$ cat src/rtl/pwmEdgePkg.sv
package pwmEdgePkg;
  localparam int REG_W = 8;
  localparam int ADDR_W = 8;
  localparam int MAX_CH = 16;
  localparam int CH_IDX_W = $clog2(MAX_CH);
  localparam int SLOT_W = ADDR_W - 3;

  localparam logic [ADDR_W-1:0] ADDR_PRESCALE = 8'h00;
  localparam logic [ADDR_W-1:0] ADDR_PERIOD = 8'h04;
  localparam logic [ADDR_W-1:0] ADDR_EN_LO = 8'h08;
  localparam logic [ADDR_W-1:0] ADDR_EN_HI = 8'h0C;
  localparam logic [ADDR_W-1:0] ADDR_EDGE_BASE = 8'h10;
  localparam logic [ADDR_W-1:0] ADDR_COMMIT = 8'hE4;

  typedef enum logic [2:0] {
    RD_NONE, RD_PRE, RD_PER, RD_EN_LO, RD_EN_HI, RD_RISE, RD_FALL
  } rdKindT;

  typedef struct packed {
    logic              wrPre;
    logic              wrPer;
    logic              wrEnLo;
    logic              wrEnHi;
    logic [MAX_CH-1:0] wrRise;
    logic [MAX_CH-1:0] wrFall;
    logic [REG_W-1:0]  wrData;
    logic              commit;
    logic              step;
    logic [REG_W-1:0]  stepCount;
    rdKindT            rdKind;
    logic [CH_IDX_W-1:0] rdCh;
  } ctrlStrobeT;
endpackage

$ cat src/rtl/pwmEdgeCtrl.sv
module pwmEdgeCtrl
  import pwmEdgePkg::*;
#(
  parameter int NUM_CH = 16
) (
  input  logic              clk,
  input  logic              rstN,
  input  logic              busWrite,
  input  logic [ADDR_W-1:0] busAddr,
  input  logic [REG_W-1:0]  busWdata,
  input  logic [REG_W-1:0]  activePre,
  input  logic [REG_W-1:0]  activePer,
  output ctrlStrobeT        strobes
);
  localparam logic [SLOT_W-1:0] SLOT_BASE = ADDR_EDGE_BASE[ADDR_W-1:3];
  localparam logic [SLOT_W-1:0] CH_LIMIT = SLOT_W'(NUM_CH);

  logic [REG_W-1:0] preCnt;
  logic [REG_W-1:0] perCnt;
  logic syncPending;
  logic atWrap;
  logic atBoundary;
  logic commitNow;
  logic commitReq;
  logic [SLOT_W-1:0] chSlot;
  logic edgeHit;
  logic isFall;

  assign atWrap = (preCnt == activePre);
  assign atBoundary = atWrap && (perCnt == activePer);
  assign commitNow = syncPending && atBoundary;
  assign commitReq = busWrite && (busAddr == ADDR_COMMIT) && busWdata[0];

  // Channel decode: slot = addr/8, channel = slot - 2, word 0 = high, word 4 = low
  assign chSlot = busAddr[ADDR_W-1:3] - SLOT_BASE;
  assign edgeHit = (busAddr[1:0] == 2'b00) && (chSlot < CH_LIMIT);
  assign isFall = busAddr[2];

  always_ff @(posedge clk or negedge rstN) begin
    if (!rstN) begin
      preCnt <= '0;
      perCnt <= '0;
      syncPending <= 1'b0;
    end else begin
      if (atWrap) begin
        preCnt <= '0;
        perCnt <= atBoundary ? '0 : perCnt + 1'b1;
      end else begin
        preCnt <= preCnt + 1'b1;
      end
      syncPending <= (syncPending && !commitNow) || commitReq;
    end
  end

  always_comb begin
    strobes = '0;
    strobes.wrData = busWdata;
    strobes.wrPre = busWrite && (busAddr == ADDR_PRESCALE);
    strobes.wrPer = busWrite && (busAddr == ADDR_PERIOD);
    strobes.wrEnLo = busWrite && (busAddr == ADDR_EN_LO);
    strobes.wrEnHi = busWrite && (busAddr == ADDR_EN_HI);
    for (int c = 0; c < NUM_CH; c++) begin
      strobes.wrRise[c] = busWrite && edgeHit && !isFall && (chSlot == SLOT_W'(c));
      strobes.wrFall[c] = busWrite && edgeHit && isFall && (chSlot == SLOT_W'(c));
    end
    strobes.commit = commitNow;
    strobes.step = (preCnt == '0);
    strobes.stepCount = perCnt;
    strobes.rdCh = chSlot[CH_IDX_W-1:0];
    if (busAddr == ADDR_PRESCALE) strobes.rdKind = RD_PRE;
    else if (busAddr == ADDR_PERIOD) strobes.rdKind = RD_PER;
    else if (busAddr == ADDR_EN_LO) strobes.rdKind = RD_EN_LO;
    else if (busAddr == ADDR_EN_HI) strobes.rdKind = RD_EN_HI;
    else if (edgeHit) strobes.rdKind = isFall ? RD_FALL : RD_RISE;
    else strobes.rdKind = RD_NONE;
  end
endmodule

$ cat src/rtl/pwmEdgeDatapath.sv
module pwmEdgeDatapath
  import pwmEdgePkg::*;
#(
  parameter int NUM_CH = 16,
  parameter logic [MAX_CH-1:0] SHADOW_MASK = '0
) (
  input  logic              clk,
  input  logic              rstN,
  input  ctrlStrobeT        strobes,
  output logic [REG_W-1:0]  activePre,
  output logic [REG_W-1:0]  activePer,
  output logic [MAX_CH-1:0] enBits,
  output logic [REG_W-1:0]  rdData,
  output logic [NUM_CH-1:0] pwmOut
);
  localparam logic [MAX_CH-1:0] CH_MASK = MAX_CH'((32'd1 << NUM_CH) - 32'd1);
  localparam bit TB_SHADOW = |(SHADOW_MASK & CH_MASK);

  logic [REG_W-1:0] enLo;
  logic [REG_W-1:0] enHi;
  logic [REG_W-1:0] riseVec [NUM_CH];
  logic [REG_W-1:0] fallVec [NUM_CH];

  assign enBits = {enHi, enLo} & CH_MASK;

  always_ff @(posedge clk or negedge rstN) begin
    if (!rstN) begin
      enLo <= '0;
      enHi <= '0;
    end else begin
      if (strobes.wrEnLo) enLo <= strobes.wrData;
      if (strobes.wrEnHi) enHi <= strobes.wrData;
    end
  end

  // Timebase limits: shadowed together with the channels when any channel is
  if (TB_SHADOW) begin : gTbShadow
    logic [REG_W-1:0] shPre;
    logic [REG_W-1:0] shPer;
    always_ff @(posedge clk or negedge rstN) begin
      if (!rstN) begin
        shPre <= '0;
        shPer <= '0;
        activePre <= '0;
        activePer <= '0;
      end else begin
        if (strobes.wrPre) shPre <= strobes.wrData;
        if (strobes.wrPer) shPer <= strobes.wrData;
        if (strobes.commit) begin
          activePre <= shPre;
          activePer <= shPer;
        end
      end
    end
  end else begin : gTbDirect
    always_ff @(posedge clk or negedge rstN) begin
      if (!rstN) begin
        activePre <= '0;
        activePer <= '0;
      end else begin
        if (strobes.wrPre) activePre <= strobes.wrData;
        if (strobes.wrPer) activePer <= strobes.wrData;
      end
    end
  end

  for (genvar i = 0; i < NUM_CH; i++) begin : gChan
    logic [REG_W-1:0] riseQ;
    logic [REG_W-1:0] fallQ;
    logic outQ;

    if (SHADOW_MASK[i]) begin : gShadow
      logic [REG_W-1:0] riseSh;
      logic [REG_W-1:0] fallSh;
      always_ff @(posedge clk or negedge rstN) begin
        if (!rstN) begin
          riseSh <= '0;
          fallSh <= '0;
          riseQ <= '0;
          fallQ <= '0;
        end else begin
          if (strobes.wrRise[i]) riseSh <= strobes.wrData;
          if (strobes.wrFall[i]) fallSh <= strobes.wrData;
          if (strobes.commit) begin
            riseQ <= riseSh;
            fallQ <= fallSh;
          end
        end
      end
    end else begin : gDirect
      always_ff @(posedge clk or negedge rstN) begin
        if (!rstN) begin
          riseQ <= '0;
          fallQ <= '0;
        end else begin
          if (strobes.wrRise[i]) riseQ <= strobes.wrData;
          if (strobes.wrFall[i]) fallQ <= strobes.wrData;
        end
      end
    end

    always_ff @(posedge clk or negedge rstN) begin
      if (!rstN) begin
        outQ <= 1'b0;
      end else if (!enBits[i]) begin
        outQ <= 1'b0;
      end else if (strobes.step) begin
        if (riseQ == fallQ) begin
          if (strobes.stepCount == riseQ) outQ <= ~outQ;
        end else if (strobes.stepCount == riseQ) begin
          outQ <= 1'b1;
        end else if (strobes.stepCount == fallQ) begin
          outQ <= 1'b0;
        end
      end
    end

    assign riseVec[i] = riseQ;
    assign fallVec[i] = fallQ;
    assign pwmOut[i] = outQ;
  end

  always_comb begin
    case (strobes.rdKind)
      RD_PRE:   rdData = activePre;
      RD_PER:   rdData = activePer;
      RD_EN_LO: rdData = enBits[REG_W-1:0];
      RD_EN_HI: rdData = enBits[MAX_CH-1:REG_W];
      RD_RISE:  rdData = riseVec[strobes.rdCh];
      RD_FALL:  rdData = fallVec[strobes.rdCh];
      default:  rdData = '0;
    endcase
  end
endmodule

$ cat src/rtl/pwmEdgeGen.sv
module pwmEdgeGen
  import pwmEdgePkg::*;
#(
  parameter int NUM_CH = 16,
  parameter logic [MAX_CH-1:0] SHADOW_MASK = '0
) (
  input  logic              clk,
  input  logic              rstN,
  input  logic              busWrite,
  input  logic [ADDR_W-1:0] busAddr,
  input  logic [REG_W-1:0]  busWdata,
  output logic [REG_W-1:0]  busRdata,
  output logic [NUM_CH-1:0] pwmOut
);
  ctrlStrobeT strobes;
  logic [REG_W-1:0] activePre;
  logic [REG_W-1:0] activePer;
  logic [MAX_CH-1:0] enBits;

  pwmEdgeCtrl #(.NUM_CH(NUM_CH)) uCtrl (
    .clk(clk), .rstN(rstN), .busWrite(busWrite), .busAddr(busAddr),
    .busWdata(busWdata), .activePre(activePre), .activePer(activePer),
    .strobes(strobes)
  );

  pwmEdgeDatapath #(.NUM_CH(NUM_CH), .SHADOW_MASK(SHADOW_MASK)) uDp (
    .clk(clk), .rstN(rstN), .strobes(strobes), .activePre(activePre),
    .activePer(activePer), .enBits(enBits), .rdData(busRdata), .pwmOut(pwmOut)
  );
endmodule

$ cat config.mk
export PLATFORM = sky130hd
export DESIGN_NAME = pwmEdgeGen
export DESIGN_NICKNAME = d
export VERILOG_FILES = /design/src/rtl/pwmEdgePkg.sv /design/src/rtl/pwmEdgeCtrl.sv /design/src/rtl/pwmEdgeDatapath.sv /design/src/rtl/pwmEdgeGen.sv
export SDC_FILE = /design/constraint.sdc
export NUM_CORES = 1
export LEC_CHECK = 0
export BUFFER_PORTS_ARGS = -buffer_cell sky130_fd_sc_hd__buf_4
export CAP_MARGIN = 0
export CORE_ASPECT_RATIO = 1.25
export CORE_MARGIN = 3
export CORE_UTILIZATION = 29
export CTS_CLUSTER_DIAMETER = 30
export DETAILED_ROUTE_END_ITERATION = 10
export PLACE_DENSITY = 0.47
export SKIP_CTS_REPAIR_TIMING = 1
export SLEW_MARGIN = 20
export SYNTH_ARGS = -nofsm -noshare
export SYNTH_HDL_FRONTEND = slang
export SYNTH_SLANG_ARGS = --single-unit
$ cat constraint.sdc
create_clock -name clk -period 4.15 [get_ports clk]
set_input_delay 0.415 -clock clk [delete_from_list [all_inputs] [get_ports clk]]
set_output_delay 0.415 -clock clk [all_outputs]
set_load 0.02 [all_outputs]
======== Yosys cells after proc, flatten, opt, wreduce, memory -nomap -nowiden ========
Index checks and enable logic that the tools add are counted.
operators by class
  add/sub/neg operators ................... 3
  magnitude comparators ................... 2
  equal/unequal tests ..................... 122
  muxes and demuxes ....................... 111
  bitwise gates (word level) .............. 17
  reduce and logical (&&, ||, !) cells .... 62
operators by type and width
  kind                   number
  $eq A8 B8 Y1           50
  $mux W1                96
  $ne A3 B3 Y1 const B   32
  $bmux W8 S4            2
  $mux W8                6
  $pmux W8 S6            1
  $reduce_and A3 Y1      16
  $logic_and A1 B1 Y1    41
  $eq A5 B4 Y1 const B   8
  $ne A2 B2 Y1 const B   16
  $eq A5 B3 Y1 const B   4
  $add A8 B1 Y8 const B  2
  $eq A8 B4 Y1 const B   2
  $logic_not A8 Y1       2
  $not A1 Y1             16
  $mux W3                5
  $eq A5 B2 Y1 const B   2
  $eq A3 B3 Y1 const B   3
  $eq A8 B3 Y1 const B   1
  $eq A3 B2 Y1 const B   2
  $eq A5 B1 Y1 const B   1
  $ge A5 B5 Y1 const B   1
  $logic_not A5 Y1       1
  $lt A5 B5 Y1 const B   1
  6 further kinds        6
word-level totals
  register bits ........................... 320
  output and inout port bits .............. 24
  logic and storage cells ................. 371

======== Logic depth before layout (Yosys ltp) ========
  word-level depth ........................ 10
  depth in mapped cells ................... 10
  mapped depth without buffers ............ 7

======== Cells and area by module ========
Synthesis repeated with hierarchy kept, for this count alone.
unflattened totals
  cell total of the unflattened synthesis .. 1,658
  area total of the unflattened synthesis .. 19,970.4 sq um
modules (own cells, without submodules)
  module           times used  cells each  area an instance (sq um)  sequential area each (sq um)
  pwmEdgeDatapath  1           1,452       18,410.2                  7,607.3
  pwmEdgeCtrl      1           206         1,560.2                   425.4

======== Least setup slack after synthesis ========
No wires, ideal clock.
  path kind ............................... in2out
  from .................................... input port busAddr[4]
  to ...................................... output port busRdata[2]
  data arrival time ....................... 2,604 ps
  path slack .............................. 1,131 ps
  stages on the path ...................... 10
  buffers on the path ..................... 3
  path through ............................ clkbuf_2 -> buf_4 -> inv_1 -> ha_1 -> xor2_2 -> buf_2 -> mux4_2 -> mux2i_1 -> o22ai_1 -> a211o_1
between the ends
  cells in the longest elaborated chain, start to end .. 10
  elaborated cells on any way between the ends .. 26
  those cells by class .................... 1 x add/sub; 1 x order compare; 9 x eq/ne; 12 x mux; 1 x bitwise; 2 x reduce/logical
RTL lines
  item                                        RTL line                RTL
  from (decl)                                 pwmEdgeGen.sv:10        input logic [ADDR_W-1:0] busAddr,
  $sub A5 B2 Y5                               pwmEdgeCtrl.sv:35       assign chSlot = busAddr[ADDR_W-1:3] - SLOT_BASE;
  $lt A5 B5 Y1                                pwmEdgeCtrl.sv:36       assign edgeHit = (busAddr[1:0] == 2'b00) && (chSlot < CH_LIMIT);
  $logic_and A1 B1 Y1                         pwmEdgeCtrl.sv:36
  $mux W3                                     pwmEdgeCtrl.sv:74       else if (edgeHit) strobes.rdKind = isFall ? RD_FALL : RD_RISE;
  $mux W3                                     pwmEdgeCtrl.sv:73       else if (busAddr == ADDR_EN_HI) strobes.rdKind = RD_EN_HI;
  $mux W3                                     pwmEdgeCtrl.sv:72       else if (busAddr == ADDR_EN_LO) strobes.rdKind = RD_EN_LO;
  $mux W3                                     pwmEdgeCtrl.sv:71       else if (busAddr == ADDR_PERIOD) strobes.rdKind = RD_PER;
  $mux W3                                     pwmEdgeCtrl.sv:70       if (busAddr == ADDR_PRESCALE) strobes.rdKind = RD_PRE;
  $eq A3 B3 Y1, or another cell as far along  pwmEdgeDatapath.sv:124  case (strobes.rdKind)
  $pmux W8 S6 (*)                             pwmEdgeDatapath.sv:124
  to (decl)                                   pwmEdgeGen.sv:12        output logic [REG_W-1:0] busRdata,
Every way passes the cells marked *; elsewhere a longest branch is shown, timed or not. The select of a mux whose other input is x is not followed.

======== Worst setup path in the final report ========
  from .................................... input port busAddr[4]
  to ...................................... output port busRdata[1]
Same word-level chain as after synthesis.

==> impl_results.md <==
- Status: complete, no violations
- YS warnings: 0
- Core Rows: 106
- Placed cell count: 2449
- Yosys top cell by area: dfrtp_1
- Sequential area share after synthesis: 40.4%
- Worst r2r dst: uDp.gChan[3].outQ$_DFFE_PN0P_
- CP Buf/Inv Count: 4
- Fin. Hold Viols: 0
- Share of cells above drive strength 1: 35.1%
- Initial antenna violation count: 2
- GRT overflow: 0
- DRT iter0 DRCs: 1060
- Top FF cell, synth: dfrtp_1
- Crit path time final: 3.59 ns
- Post-DRT Antenna Nets: 0
- Final period util: 86.4%
- Crit path max-delay family: buffers and inverters
- Crit path required time: ~3.7 ns
- Syn Nets: ~1700
- Max cap viols: 0
- FF+latch count, synth: 320
- Crit path launch: busAddr[4]
- Max rail drop VDD: 0.297 mV
- Drt first pass iters: 5
- Switching Share: 28.4%
- Synth cell types: 57
- Routed vias/inst: 5.44
- Final-stage net count: 1688
- Pwr Total: 11.9 mW
- GRT Overall Usage: 21.0%
- Die Y: 298 um
- Remaining DRCs: 0
- Largest net degree at the start of global routing: 95
- Root Driver: clkbuf_16
- Pins Over Slew Limit: 0
- Crit-path cells: buf_4, inv_1, ha_2, xor2_2, buf_4, mux4_2, mux2i_1, o22ai_1, a211o_1, buf_4
- CTS sink count: 320
- CP max FO: 26
- Number of synthesized flops with an enable pin: 0
- Final core occ: about a third
- Setup TNS: 0 ns
- Worst Hold Class: in -> async
- Num CTS Buffers: 77
- CTS clk-pin slew, worst paths: 0.04 ns
- Critical path type: in -> out
- Vias in the first global route: between 10000 and 15000
- Final Setup Violations: 0
- Post-synth ARST share: 100%
- Final std cells w/o fill: 2592
- Ports: 43
- Synthesized cell area: between 15000 and 20000 um2
- WL final: about 75 mm
- Crit path capture: busRdata[1]
- Critical R2R Launch: uCtrl.perCnt[0]$_DFFE_PN0N_
- Gate power share: 16.2%
- Global-route wire length before repair: 109 mm
- Cells after Synth: about 1600
- Clock Latency Late Sink: 0.60 ns
- Gpl congestion: 0.916
- Slew headroom: 37.1%
- Stages on worst setup path: 10
- Clk network pwr share: 53.9%
- CTS tree: done
- Critical Path Sink Type: output pin
- Core Area: 67200 um2
- Worst Path Arrival: 3.17 ns
- Seq pwr share: 29.9%
- CTS H-tree depth: 3
- Worst path max stage delay: roughly 0.38 ns
- Die width: 240 um
- Slew @ Worst Pin: 0.944 ns
- Layout area overhead: 19.6%
- Routed WL per cell: 28.8 um
- Initial Util: 29.5%
- Worst path slowest cell: buf_4
- CTS Buffer Depth: 3
- PortBufs: 42
- Int Pwr: 8.52 mW
- Power per cell area: 502 nW/um2
- Worst-case reg-to-reg path depth: 6
- Top-area cell type share of the netlist area: 40.4%
- CP Launch Type: input port
- Worst path most repeated cell: buf_4
- Achievable Freq: 279 MHz
- RSZ-0062 raised after global routing: no
- Leakage power total: 11.9 nW
- Top cells by area, synth: dfrtp_1, mux2_2, xor2_1
- Dpl hpwl: 51.0 mm
- Via total after detailed routing: 14111
- Syn Area/Cell: about 12 um2
- Die area: 71500 um2
- R2r setup slk: 1.51 ns
- Final Skew: 0.0245 ns
- Psw: 3.37 mW
==> worst min-delay path by stage <==
stage | startpoint | to | slack [ns]
final | rstN | uDp.gChan[13].riseQ[1]$_DFFE_PN0P_ | 0.47
after global routing | busWdata[7] | uDp.gChan[14].fallQ[7]$_DFFE_PN0P_ | 0.50
after floorplan | rstN | uCtrl.perCnt[0]$_DFFE_PN0N_ | 0.12
after CTS | rstN | uDp.gChan[5].riseQ[3]$_DFFE_PN0P_ | -0.11
after global placement | uDp.enHi[3]$_DFFE_PN0P_ | uDp.enHi[3]$_DFFE_PN0P_ | 0.52
after detailed placement | uDp.enHi[3]$_DFFE_PN0P_ | uDp.enHi[3]$_DFFE_PN0P_ | 0.53
==> per-stage QoR <==
stage / setup slack (ns) / hold WS (ns) / area [um2]
after floorplan: 1.13 / 0.119 / 19800
after global placement: 0.0474 / 0.521 / 20900
after detailed placement: 0.642 / 0.526 / 20900
after CTS: 0.623 / -0.115 / 23700
after global routing: 0.539 / 0.501 / 23700
final: 0.565 / 0.471 / 23700
==> sequential cells by signal (all words and copies together) (netlist names) <==
register / cells
uDp.gChan.outQ: 16
uDp.activePre: 8
uCtrl.perCnt: 8
uDp.activePer: 8
uCtrl.preCnt: 8
uDp.enLo: 8
uDp.gChan.riseQ: 128
uDp.gChan.fallQ: 128
uDp.enHi: 8
==> layout by cell type, fill, tap and decap left out, types with 8 or more instances in the layout <==
cell type	instances
clkbuf_8	14
dfrtp_2	8
mux4_2	72
o21ai_0	25
bufinv_16	11
dfrtp_1	312
a22oi_1	12
xnor2_1	138
nand2_1	33
xor2_1	270
clkbuf_16	81
nand3_1	36
clkbuf_1	8
a21oi_1	23
nor3_4	12
clkinv_2	13
nor4_1	66
mux2_2	287
mux2i_1	14
o2bb2ai_1	11
nand4_1	37
a211o_1	8
buf_4	65
and3_1	28
nor2_1	32
==> Yosys cell counts, types with 5 or more instances <==
| master | instances |
|---|---|
| dfrtp_1 | 320 |
| mux2_2 | 287 |
| xor2_1 | 270 |
| xnor2_1 | 138 |
| mux4_2 | 72 |
| nor4_1 | 66 |
| buf_2 | 51 |
| nand4_1 | 37 |
| nand3_1 | 36 |
| nand2_1 | 33 |
| nor2_1 | 32 |
| and3_1 | 28 |
| clkbuf_1 | 28 |
| o21ai_0 | 25 |
| a21oi_1 | 23 |
| buf_4 | 20 |
| buf_1 | 14 |
| mux2i_1 | 14 |
| a22oi_1 | 12 |
| nor3_4 | 12 |
| o2bb2ai_1 | 11 |
| a211o_1 | 8 |
| o22ai_1 | 8 |
| a22o_1 | 7 |
| nand2b_1 | 7 |
| nor3_1 | 7 |
| a211oi_1 | 6 |
| a31o_2 | 6 |
| inv_1 | 5 |
==> per-layer routing <==
layer | track usage (%) | vias to the layer above | routed length, um
met3 | 3.78 | 183 | 3600
li1 | - | 6043 | -
met5 | 0 | - | 0
met4 | 9.28 | 0 | 3500
met1 | 25.3 | 7396 | 29700
met2 | 36.6 | 489 | 37800
==> power by group through the flow <==
stage | clock, mW | sequential [mW] | combinational, mW
CTS | 6.52 | 3.55 | 1.93
global placement | 0 | 3.60 | 1.89
finish | 6.42 | 3.55 | 1.93
detailed placement | 0 | 3.60 | 1.92
global route | 6.69 | 3.56 | 2.11
floorplan | 0 | 3.43 | 1.40
==> cell families (layout without fill, tap and decap cells) <==
family	count (synthesis)	count (layout)	share of synthesized area, %
xor gates and xnor gates	409	409	18.1
muxes	374	374	25.3
DFF	320	320	40.4
and+or+nand+nor	289	289	9.08
buffers and inverters	119	216	2.96
AOI/OAI and AO/OA	115	115	3.93
adders and majority gates	4	4	0.253
other	0	1	0
==> layout make-up <==
cell class	instances	area, um2
sequential	320	8020
tap	864	1080
multi-input combinational	1191	11200
clock buffer	103	2250
inverter	5	18.8
antenna	1	2.50
clock inverter	38	523
fill	6498	43500
timing repair buffer	70	564
Note: power is estimated with default switching activity, not from simulation.
